<file path="src/rtl/llsc_pkg.sv">
package llsc_pkg;

    typedef enum logic {
        MATCH_ANY  = 1'b0,
        MATCH_LINE = 1'b1
    } match_mode_e;

    function automatic int offset_bits(input int line_bytes);
        return $clog2(line_bytes);
    endfunction

endpackage

</file>
<file path="src/rtl/llsc_line_extract.sv">
module llsc_line_extract #(
    parameter int ADDR_W     = 32,
    parameter int LINE_BYTES = 32
) (
    input  logic [ADDR_W-1:0] addr,
    output logic [ADDR_W-1:0] line_addr
);
    localparam int OFS_W = llsc_pkg::offset_bits(LINE_BYTES);
    localparam logic [ADDR_W-1:0] KEEP_MASK =
        ~((ADDR_W'(1) << OFS_W) - ADDR_W'(1));

    // the line is the address with the in-line offset cleared
    assign line_addr = addr & KEEP_MASK;
endmodule

</file>
<file path="src/rtl/llsc_line_cmp.sv">
module llsc_line_cmp #(
    parameter int                   ADDR_W = 32,
    parameter llsc_pkg::match_mode_e MODE  = llsc_pkg::MATCH_LINE
) (
    input  logic              req,
    input  logic [ADDR_W-1:0] req_line,
    input  logic [ADDR_W-1:0] resv_line,
    output logic              hit
);
    generate
        if (MODE == llsc_pkg::MATCH_LINE) begin : g_line
            assign hit = req && (req_line == resv_line);
        end else begin : g_any
            assign hit = req;
        end
    endgenerate
endmodule

</file>
<file path="src/rtl/llsc_resv_core.sv">
module llsc_resv_core #(
    parameter int                   ADDR_W = 32,
    parameter llsc_pkg::match_mode_e MODE  = llsc_pkg::MATCH_LINE
) (
    input  logic              clk,
    input  logic              rst_n,
    input  logic              ll_valid,
    input  logic [ADDR_W-1:0] ll_line,
    input  logic              sc_valid,
    input  logic              sc_line_ok,
    input  logic              exc_valid,
    input  logic              snoop_hit,
    output logic              resv_valid,
    output logic [ADDR_W-1:0] resv_line,
    output logic              sc_resp,
    output logic              sc_ok,
    output logic              sc_wr_en
);
    typedef struct packed {
        logic              valid;
        logic [ADDR_W-1:0] line;
        logic              resp;
        logic              ok;
        logic              wr;
    } state_t;

    state_t st_d, st_q;
    logic   cancel_d;
    logic   pass_d;

    always_comb begin
        st_d     = st_q;
        cancel_d = exc_valid || snoop_hit;
        pass_d   = sc_valid && st_q.valid && sc_line_ok && !cancel_d;

        st_d.resp = sc_valid;
        st_d.ok   = pass_d;
        st_d.wr   = pass_d;

        if (ll_valid) begin
            st_d.valid = 1'b1;
            st_d.line  = (MODE == llsc_pkg::MATCH_LINE) ? ll_line : '0;
        end else if (sc_valid || cancel_d) begin
            st_d.valid = 1'b0;
        end
    end

    always_ff @(posedge clk or negedge rst_n) begin
        if (!rst_n) begin
            st_q <= '0;
        end else begin
            st_q <= st_d;
        end
    end

    assign resv_valid = st_q.valid;
    assign resv_line  = st_q.line;
    assign sc_resp    = st_q.resp;
    assign sc_ok      = st_q.ok;
    assign sc_wr_en   = st_q.wr;


    ll_sets_chk: assert property (@(posedge clk) disable iff (!rst_n)
        ll_valid |=> resv_valid);


    sc_clears_chk: assert property (@(posedge clk) disable iff (!rst_n)
        (sc_valid && !ll_valid) |=> !resv_valid);


    exc_clears_chk: assert property (@(posedge clk) disable iff (!rst_n)
        (exc_valid && !ll_valid) |=> !resv_valid);


    exc_blocks_sc_chk: assert property (@(posedge clk) disable iff (!rst_n)
        (exc_valid && sc_valid) |=> !sc_ok);


    sc_needs_resv_chk: assert property (@(posedge clk) disable iff (!rst_n)
        (sc_valid && !resv_valid) |=> !sc_ok);


    wr_needs_ok_chk: assert property (@(posedge clk) disable iff (!rst_n)
        sc_wr_en |-> (sc_ok && sc_resp));
endmodule

</file>
<file path="src/rtl/llsc_resv_monitor.sv">
module llsc_resv_monitor #(
    parameter int                   ADDR_W     = 32,
    parameter int                   LINE_BYTES = 32,
    parameter llsc_pkg::match_mode_e MODE      = llsc_pkg::MATCH_LINE
) (
    input  logic              clk,
    input  logic              rst_n,
    input  logic              ll_valid,
    input  logic [ADDR_W-1:0] ll_addr,
    input  logic              sc_valid,
    input  logic [ADDR_W-1:0] sc_addr,
    input  logic              exc_valid,
    input  logic              snoop_valid,
    input  logic [ADDR_W-1:0] snoop_addr,
    output logic              sc_resp,
    output logic              sc_ok,
    output logic              sc_wr_en
);
    logic [ADDR_W-1:0] ll_line;
    logic [ADDR_W-1:0] sc_line;
    logic [ADDR_W-1:0] snoop_line;
    logic [ADDR_W-1:0] resv_line;
    logic              resv_valid;
    logic              snoop_hit;
    logic              sc_line_ok;

    llsc_line_extract #(.ADDR_W(ADDR_W), .LINE_BYTES(LINE_BYTES)) u_ll_line (
        .addr(ll_addr), .line_addr(ll_line));
    llsc_line_extract #(.ADDR_W(ADDR_W), .LINE_BYTES(LINE_BYTES)) u_sc_line (
        .addr(sc_addr), .line_addr(sc_line));
    llsc_line_extract #(.ADDR_W(ADDR_W), .LINE_BYTES(LINE_BYTES)) u_sn_line (
        .addr(snoop_addr), .line_addr(snoop_line));

    llsc_line_cmp #(.ADDR_W(ADDR_W), .MODE(MODE)) u_snoop_cmp (
        .req(snoop_valid), .req_line(snoop_line),
        .resv_line(resv_line), .hit(snoop_hit));

    llsc_line_cmp #(.ADDR_W(ADDR_W), .MODE(MODE)) u_sc_cmp (
        .req(1'b1), .req_line(sc_line),
        .resv_line(resv_line), .hit(sc_line_ok));

    llsc_resv_core #(.ADDR_W(ADDR_W), .MODE(MODE)) u_core (
        .clk(clk), .rst_n(rst_n),
        .ll_valid(ll_valid), .ll_line(ll_line),
        .sc_valid(sc_valid), .sc_line_ok(sc_line_ok),
        .exc_valid(exc_valid), .snoop_hit(snoop_hit),
        .resv_valid(resv_valid), .resv_line(resv_line),
        .sc_resp(sc_resp), .sc_ok(sc_ok), .sc_wr_en(sc_wr_en));


    any_snoop_clears_chk: assert property (@(posedge clk) disable iff (!rst_n)
        ((MODE == llsc_pkg::MATCH_ANY) && snoop_valid && !ll_valid) |=> !resv_valid);


    stray_snoop_keeps_chk: assert property (@(posedge clk) disable iff (!rst_n)
        (snoop_valid && !snoop_hit && !ll_valid && !sc_valid && !exc_valid)
        |=> $stable(resv_valid));


    ll_wins_chk: assert property (@(posedge clk) disable iff (!rst_n)
        (ll_valid && (exc_valid || snoop_valid || sc_valid)) |=> resv_valid);
endmodule

</file>
<file path="config.mk">
export PLATFORM = sky130hd
export DESIGN_NAME = llsc_resv_monitor
export DESIGN_NICKNAME = d
export VERILOG_FILES = /design/src/rtl/llsc_pkg.sv /design/src/rtl/llsc_line_extract.sv /design/src/rtl/llsc_line_cmp.sv /design/src/rtl/llsc_resv_core.sv /design/src/rtl/llsc_resv_monitor.sv
export SDC_FILE = /design/constraint.sdc
export NUM_CORES = 1
export LEC_CHECK = 0
export BUFFER_PORTS_ARGS = -buffer_cell sky130_fd_sc_hd__buf_2
export CAP_MARGIN = 20
export CORE_UTILIZATION = 55
export CTS_BUF_LIST = sky130_fd_sc_hd__clkbuf_4 sky130_fd_sc_hd__clkbuf_8 sky130_fd_sc_hd__clkbuf_16
export CTS_CLUSTER_DIAMETER = 100
export DETAILED_ROUTE_END_ITERATION = 8
export HOLD_SLACK_MARGIN = 0.02
export PLACE_DENSITY = 0.91
export SETUP_SLACK_MARGIN = 0.3
export SYNTH_ARGS = -nofsm -noshare
export SYNTH_HDL_FRONTEND = slang
export SYNTH_HIERARCHICAL = 1
export SYNTH_SLANG_ARGS = --single-unit
</file>
<file path="constraint.sdc">
create_clock -name clk -period 4.3 [get_ports clk]
set_clock_uncertainty 0.05 [all_clocks]
set_input_delay 0.43 -clock clk [delete_from_list [all_inputs] [get_ports clk]]
set_output_delay 0.43 -clock clk [all_outputs]
set_load 0.01 [all_outputs]
</file>
==> After elaboration in Yosys (flattened, before gate mapping) <==
Cells that the tools add are included.
{ "word_totals": {"reg_bits": 30, "wordCells": 16} }
{ "op_classes": {"eq_ne": 2, "muxes": 2, "reduce_logical": 8} }
{ "ops": {"columns": ["op", "n"], "rows": [
  ["equality test 27 bit", 2],
  ["logical AND 1 bit", 4],
  ["logical OR 1 bit", 2],
  ["two-way mux 1 bit", 2],
  ["nonzero test 2 bit", 1],
  ["zero test 1 bit", 1]
]} }

==> Logic depth before layout (Yosys ltp) <==
Gate-level depths: netlist of the first run.
{ "logic_depth": {"depth_word": 6, "ltp_mapped": 7, "depth_no_buf": 6} }

==> Hierarchy <==
Netlist of the first run, hierarchy kept.
{ "modules_own_cells": {"columns": ["mod", "n_inst", "cells_per_inst", "area_each_um2", "seq_area_each_um2"], "rows": [
  ["llsc_resv_core", 1, 76, 1448.9, 875.8],
  ["llsc_line_extract", 3, 33, 244.0, 0.0],
  ["llsc_line_cmp", 2, 44, 355.3, 0.0],
  ["llsc_resv_monitor", 1, 1, 3.8, 0.0]
]} }

==> Worst setup path after synthesis of the first run <==
Ideal clock, no wire load.
{ "synth_timing": {"kind": "input port to flip-flop", "from": "input snoop_addr[22]", "to": "register u_core.st_q (netlist bit u_core/resv_valid)", "setup_time_ns": 0.120, "arrival_ns": 1.517, "setup_slack_ns": 2.613, "path_stages": 7, "cell_sequence": "buf_4 xor2_1 nor4_1 nand4_1 nor3_2 nor2_1 a31o_2"} }
{ "synth_via": {"elab_chain_cells": 5} }
{ "synth_rtl": {"columns": ["element", "line_no", "source"], "rows": [
  ["start, declared", "llsc_resv_monitor.sv:14", "input logic [ADDR_W-1:0] snoop_addr,"],
  ["equality test 27 bit", "llsc_line_cmp.sv:12", "assign hit = req && (req_line == resv_line);"],
  ["logical AND 1 bit", "llsc_line_cmp.sv:12", null],
  ["named net snoop_hit", "llsc_resv_monitor.sv:24", "logic snoop_hit;"],
  ["logical OR 1 bit", "llsc_resv_core.sv:33", "cancel_d = exc_valid || snoop_hit;"],
  ["logical OR 1 bit", "llsc_resv_core.sv:43", "end else if (sc_valid || cancel_d) begin"],
  ["nonzero test 2 bit (no source line)", null, null],
  ["end signal, assigned", "llsc_resv_core.sv:52", "st_q <= st_d;"],
  ["end, declared", "llsc_resv_core.sv:27", "state_t st_d, st_q;"]
]} }
The timed path passes the listed nets, and every way through them passes these cells.
A chain may end at the register's enable or synchronous reset.

==> Worst setup path after layout of the first run <==
{ "layout_timing": {"from": "register u_core.st_q (netlist bit u_core/resv_line[19])", "to": "register u_core.st_q (netlist bit u_core/resv_valid)"} }
{ "layout_via": {"elab_chain_cells": 5} }
{ "layout_rtl": {"columns": ["element", "line_no"], "rows": [
  ["equality test 27 bit", "llsc_line_cmp.sv:12"],
  ["logical AND 1 bit", "llsc_line_cmp.sv:12"],
  ["named net snoop_hit", "llsc_resv_monitor.sv:24"],
  ["logical OR 1 bit", "llsc_resv_core.sv:33"],
  ["logical OR 1 bit", "llsc_resv_core.sv:43"],
  ["nonzero test 2 bit (no source line)", null]
]} }
The timed path passes the listed nets, and every way through them passes these cells.

==> impl_metrics.json, run 1 <==
{
  "outcome": "finished clean",
  "die_x_um": 74.56,
  "gp_congestion": 0.7163,
  "routed_wl_um": 4585,
  "final-setup-viol-count": 0,
  "clock_sinks": 35,
  "syn_inst": 264,
  "fmax_ghz": 0.5353,
  "avgRoutedWirePerCell_um": 13.41,
  "report.final.slew_viol_count": 0,
  "row_count": 26,
  "drv_cap": 0,
  "cp.required_ns": 4.43,
  "reg2reg_slack_ns": 2.43,
  "slowest_delay_ns": 0.44,
  "worst_path_max_delay_cell": "dfrtp_1",
  "grt_usage_pct": 17.56,
  "powerDensity_nw_per_um2": 318.0,
  "drive_gt1_share_pct": 48.53,
  "synth_top_area_cell": "dfrtp_1",
  "drtPass1Iterations": 4,
  "grt_pass1_wl_um": 7134,
  "grt_pass1_vias": 1611,
  "grt_max_degree": 36,
  "crit_type": "register to register",
  "layoutNonFillerInstCount": 342,
  "critPathTopFamily": "simple AND/OR/NAND/NOR gates",
  "grt_overflow_total": 0,
  "crit_cells": 6,
  "cp.arrival_ns": 2.00,
  "fin_crit_ns": 1.868,
  "reg2reg_from": "u_core/resv_line[19]",
  "drcViolationCount": 0,
  "cp-end-kind": "register",
  "crit_start": "u_core/resv_line[19]",
  "syn_to_final_growth_pct": -3.760,
  "dp_hpwl_um": 3546,
  "cts_setup_buffers": 0,
  "syn_avg_cell_area_um2": 10.97,
  "worst_pin_slew_ns": 1.064,
  "cts_tree": "done",
  "cts-root-buf": "clkbuf_8",
  "regToRegEndpoint": "u_core/resv_valid",
  "worstPathCellList": "xor2_1 -> nor4_1 -> nand4_1 -> nor3_2 -> nor2_1 -> a31o_2",
  "synth_warnings": 6,
  "start_util_pct": 57.05,
  "cts_hold_buf": 0,
  "hp-class": "input port to asynchronous set/reset pin",
  "dieHeight_um": 74.56,
  "port_buffers": 89,
  "hold_ws_ns": 0.1700,
  "slew-limit-headroom_pct": 29.10,
  "worst_skew_pair.late_latency_ns": 0.29,
  "synth.area.top_cells": "dfrtp_1 30%, buf_4 25%, xor2_1 19%",
  "ys_seq_elements": 35,
  "core_um2": 5075,
  "antenna_found_initial": 0,
  "grt_setup_unrepaired": "no",
  "final_cell_mix": "89 x buf_2, 62 x xor2_1, 35 x dfrtp_1",
  "yosysUniqueCellTypes": 18,
  "cts-resized-gates": 0,
  "crit_fanout": 3,
  "p_leak_uw": 0.001420,
  "post-route-util_pct": 54.91,
  "synth_top_area_share_pct": 30.25,
  "fin_tns_setup_ns": 0,
  "min_period_over_period_pct": 43.45,
  "timing.final.ws_setup_ns": 2.432,
  "reg2reg_depth": 6,
  "num_vias": 1525,
  "netlist_area_um2": 2895,
  "via_per_inst": 4.459,
  "hold_viol_final": 0,
  "io_pins": 105,
  "n_antenna_cell": 0,
  "dp_cells": 334,
  "ant_nets": 0,
  "ys_seq_area_share_pct": 30.25,
  "endpoint": "u_core/resv_valid",
  "drt_iter0_markers": 22,
  "peakVddDrop_mv": 0.1584,
  "path_buf_inv": 0,
  "cp-start-kind": "register",
  "cts_made_buffers": 5,
  "die-area_um2": 5558,
  "post-place-ws_ns": 2.288,
  "final_common_cell": "buf_2",
  "clockBufferDepth": 2,
  "cts.clk_slew.worst_paths_ns": 0.08,
  "cts.htree.levels": 2,
  "nets": 373
}
[worst min path at each step]
stage                     slack [ns]                    to         startpoint  cells after the start
after CTS                       0.19  u_core/resv_line[28]              rst_n                      1
final                           0.17  u_core/resv_line[28]              rst_n                      1
after detailed placement        0.45     u_core/resv_valid  u_core/resv_valid                      1
after floorplan                 0.08   u_core/resv_line[0]              rst_n                      0
after global placement          0.44     u_core/resv_valid  u_core/resv_valid                      1
after global routing            0.22        u_core/sc_resp           sc_valid                      1
[cells by family after synthesis]
group	count (synthesis)	share of synthesized area [%]
buf+inv	102	27.74
compound gates	1	0.3026
flops	35	30.25
simple gates	26	5.618
other cells	4	0.5184
mux	32	16.21
xor+xnor	64	19.36
[state kept, by name, indices dropped and copies added (netlist names)]
register,flops
u_core/sc_resp,1
u_core/resv_line,32
u_core/sc_wr_en,1
u_core/resv_valid,1
[power by group]
group          internal [uW]  switching, uW
Sequential               360           36.0
Combinational            114           73.8
Clock                    173            129
[routing by layer]
metal | track usage [%] | routed length [um]
met1 | 19.91 | 1846
met2 | 32.03 | 2469
met3 | 4.878 | 222
met4 | 5.031 | 47
met5 | 0 | 0
[per-stage QoR]
stage / total power [uW] / area, um2
floorplan: 588.8 / 2940
global placement: 582.6 / 2674
detailed placement: 592.0 / 2674
CTS: 896.5 / 2786
global route: 932.8 / 2786
finish: 886.0 / 2786
[synth_stat cells]
master    n
xor2_1   62
buf_4    97
nand3_1   4
nand4_1   2
xnor2_1   2
buf_12    3
nor4_1   14
mux2_2    3
a31o_2    1
nor3_1    2
conb_1    4
nor3_2    2
mux2_4   29
and4_1    1
dfrtp_1  35
nor2_1    1
inv_1     1
buf_6     1
[layout make-up]
cell class / count / area [um2]
clock inverter: 3 / 43.79
multi-input combinational: 139 / 1261
timing repair buffer: 89 / 445.4
tap: 70 / 87.58
clock buffer: 5 / 68.82
inverter: 1 / 3.754
fill: 461 / 2288
sequential: 35 / 875.8
(Power assumes the default switching activity.)
==> inputs of run 2 (changes only) <==
--- a/config.mk
+++ b/config.mk
@@ -7,12 +7,12 @@
 export LEC_CHECK = 0
 export BUFFER_PORTS_ARGS = -buffer_cell sky130_fd_sc_hd__buf_2
 export CAP_MARGIN = 20
-export CORE_UTILIZATION = 55
+export CORE_UTILIZATION = 46
 export CTS_BUF_LIST = sky130_fd_sc_hd__clkbuf_4 sky130_fd_sc_hd__clkbuf_8 sky130_fd_sc_hd__clkbuf_16
 export CTS_CLUSTER_DIAMETER = 100
 export DETAILED_ROUTE_END_ITERATION = 8
 export HOLD_SLACK_MARGIN = 0.02
-export PLACE_DENSITY = 0.91
+export PLACE_DENSITY = 0.82
 export SETUP_SLACK_MARGIN = 0.3
 export SYNTH_ARGS = -nofsm -noshare
 export SYNTH_HDL_FRONTEND = slang
==> constraint.sdc (replaced) <==
create_clock -name clk -period 1.7 [get_ports clk]
set_clock_uncertainty 0.05 [all_clocks]
set_input_delay 0.17 -clock clk [delete_from_list [all_inputs] [get_ports clk]]
set_output_delay 0.17 -clock clk [all_outputs]
set_load 0.01 [all_outputs]
==> impl_metrics.json, run 2 (synthesis results as in run 1) <==
{
  "port_buffers": 89,
  "die-area_um2": 6615,
  "critPathTopFamily": "simple AND/OR/NAND/NOR gates",
  "holdPathStages": 2,
  "path_buf_inv": 1,
  "outcome": "finished with violations",
  "largest_reg_flops": 32,
  "cp-end-kind": "register",
  "n_antenna_cell": 0,
  "grt_max_degree": 36,
  "start_util_pct": 48.33,
  "hold_ws_ns": 0.05517,
  "fmax_ghz": 0.5725,
  "io_pins": 105,
  "cts.clk_slew.worst_paths_ns": 0.07,
  "drcViolationCount": 0,
  "layoutNonFillerInstCount": 363,
  "die_x_um": 81.34,
  "powerDensity_nw_per_um2": 736.0,
  "cts_tree": "done",
  "syn_to_final_growth_pct": 1.296,
  "crit_type": "register to register",
  "avgRoutedWirePerCell_um": 13.16,
  "clock_sinks": 35,
  "min_period_over_period_pct": 102.7,
  "final-setup-viol-count": 1,
  "grt_usage_pct": 15.78,
  "dp_hpwl_um": 3572,
  "worst_skew_pair.late_latency_ns": 0.29,
  "crit_cells": 7,
  "peakVddDrop_mv": 0.3033,
  "drt_iter0_markers": 38,
  "fin_crit_ns": 1.747,
  "worstPathCellList": "xor2_1 -> nor4_1 -> buf_4 -> nand4_1 -> nor3_2 -> nor2_1 -> a31o_2",
  "seqCellArea_um2": 875.8,
  "violations": "setup timing",
  "cts_made_buffers": 5,
  "hp-class": "input port to register",
  "slowest_delay_ns": 0.40,
  "row_count": 28,
  "via_per_inst": 4.471,
  "drtPass1Iterations": 4,
  "gp_congestion": 0.7863,
  "p_leak_uw": 0.001494,
  "worst_path_max_delay_cell": "dfrtp_1",
  "num_vias": 1623,
  "final_cell_mix": "89 x buf_2, 62 x xor2_1, 35 x dfrtp_1",
  "routed_wl_um": 4778,
  "grt_pass1_vias": 1665,
  "cp-start-kind": "register",
  "antenna_found_initial": 0,
  "dieHeight_um": 81.34,
  "grt_overflow_total": 0,
  "reg2reg_depth": 7,
  "cp.required_ns": 1.82,
  "timing.final.ws_setup_ns": -0.04662,
  "cts.htree.levels": 2,
  "cp.arrival_ns": 1.87,
  "core_um2": 5991,
  "final_common_cell": "buf_2",
  "drv_cap": 0,
  "cts-root-buf": "clkbuf_8",
  "grt_pass1_wl_um": 7514,
  "report.final.slew_viol_count": 0,
  "grt_setup_unrepaired": "yes",
  "nets": 389,
  "crit_fanout": 2,
  "clockBufferDepth": 2,
  "hold_viol_final": 0,
  "fillers": 566,
  "multi_input_area_um2": 1280,
  "drive_gt1_share_pct": 51.74,
  "dp_cells": 350,
  "ant_nets": 0
}
run 2: cell types whose count changed in the layout (fill, tap and decap cells not counted):
cell / change
buf_4: +11
nor4_1: -3
nor4_2: +3
buf_6: +2
clkbuf_4: +2
dlygate4sd3_1: +2
buf_12: +1
bufinv_16: -1
clkinv_4: -1
run 2: where the power goes:
part           internal [uW]  total [uW]  switching [uW]
clock network            320         620             300
registers                912         991            78.8
logic                    333         548             215
run 2: stage by stage:
stage / setup TNS [ns] / util, % / worst slack, ns / area, um2 / power (uW)
finish: -0.04662 / 48.96 / -0.04662 / 2933 / 2159
global placement: -0.2654 / 46.32 / -0.1478 / 2775 / 1514
global route: -0.2388 / 48.96 / -0.1402 / 2933 / 2308
floorplan: 0 / - / 0.1965 / 2940 / 1489
CTS: -0.1556 / 48.62 / -0.1180 / 2913 / 2184
detailed placement: -0.1472 / 46.32 / -0.08900 / 2775 / 1531
run 2: path summary, 6_finish.rpt:
check	start	endpoint	slack, ns
min reg2reg	u_core/resv_valid	u_core/resv_valid	0.46
max	u_core/resv_line[3]	u_core/resv_valid	-0.05
min in group asynchronous	rst_n	u_core/resv_line[29]	0.42
min	ll_addr[6]	u_core/resv_line[6]	0.06
max in group asynchronous	rst_n	u_core/resv_line[16]	0.85
max reg2reg	u_core/resv_line[3]	u_core/resv_valid	-0.05
run 2: timing repair:
item                                    CTS  global route
gates resized for setup                   1             4
endpoints found under the hold margin    36             0
endpoints found under the setup margin    2             2
hold buffers                              2             0
buffers inserted                          3             0
pin swaps                                 2             6
run 2: layout make-up:
cell class	instances	area share [%]
multi-input combinational	139	43.64
sequential	35	29.86
timing repair buffer	105	20.14
tap	75	3.200
clock buffer	7	2.858
clock inverter	1	0.1706
inverter	1	0.1280
run 2: worst reg2reg max path: cells and delay by family, from the launching register on:
kind / cells / cell delay (ns)
buffers and inverters: 1 / 0.16
XOR/XNOR: 1 / 0.15
AO/OA/AOI/OAI: 1 / 0.23
AND/OR/NAND/NOR: 4 / 0.64
flip-flops: 1 / 0.40
run 2: metal layers:
layer / global-route usage (%) / up-vias / routed length [um]
li1: - / 795 / -
met1: 16.77 / 765 / 1923
met2: 29.25 / 54 / 2483
met3: 4.270 / 9 / 283
met4: 6.071 / 0 / 87
met5: 0 / - / 0
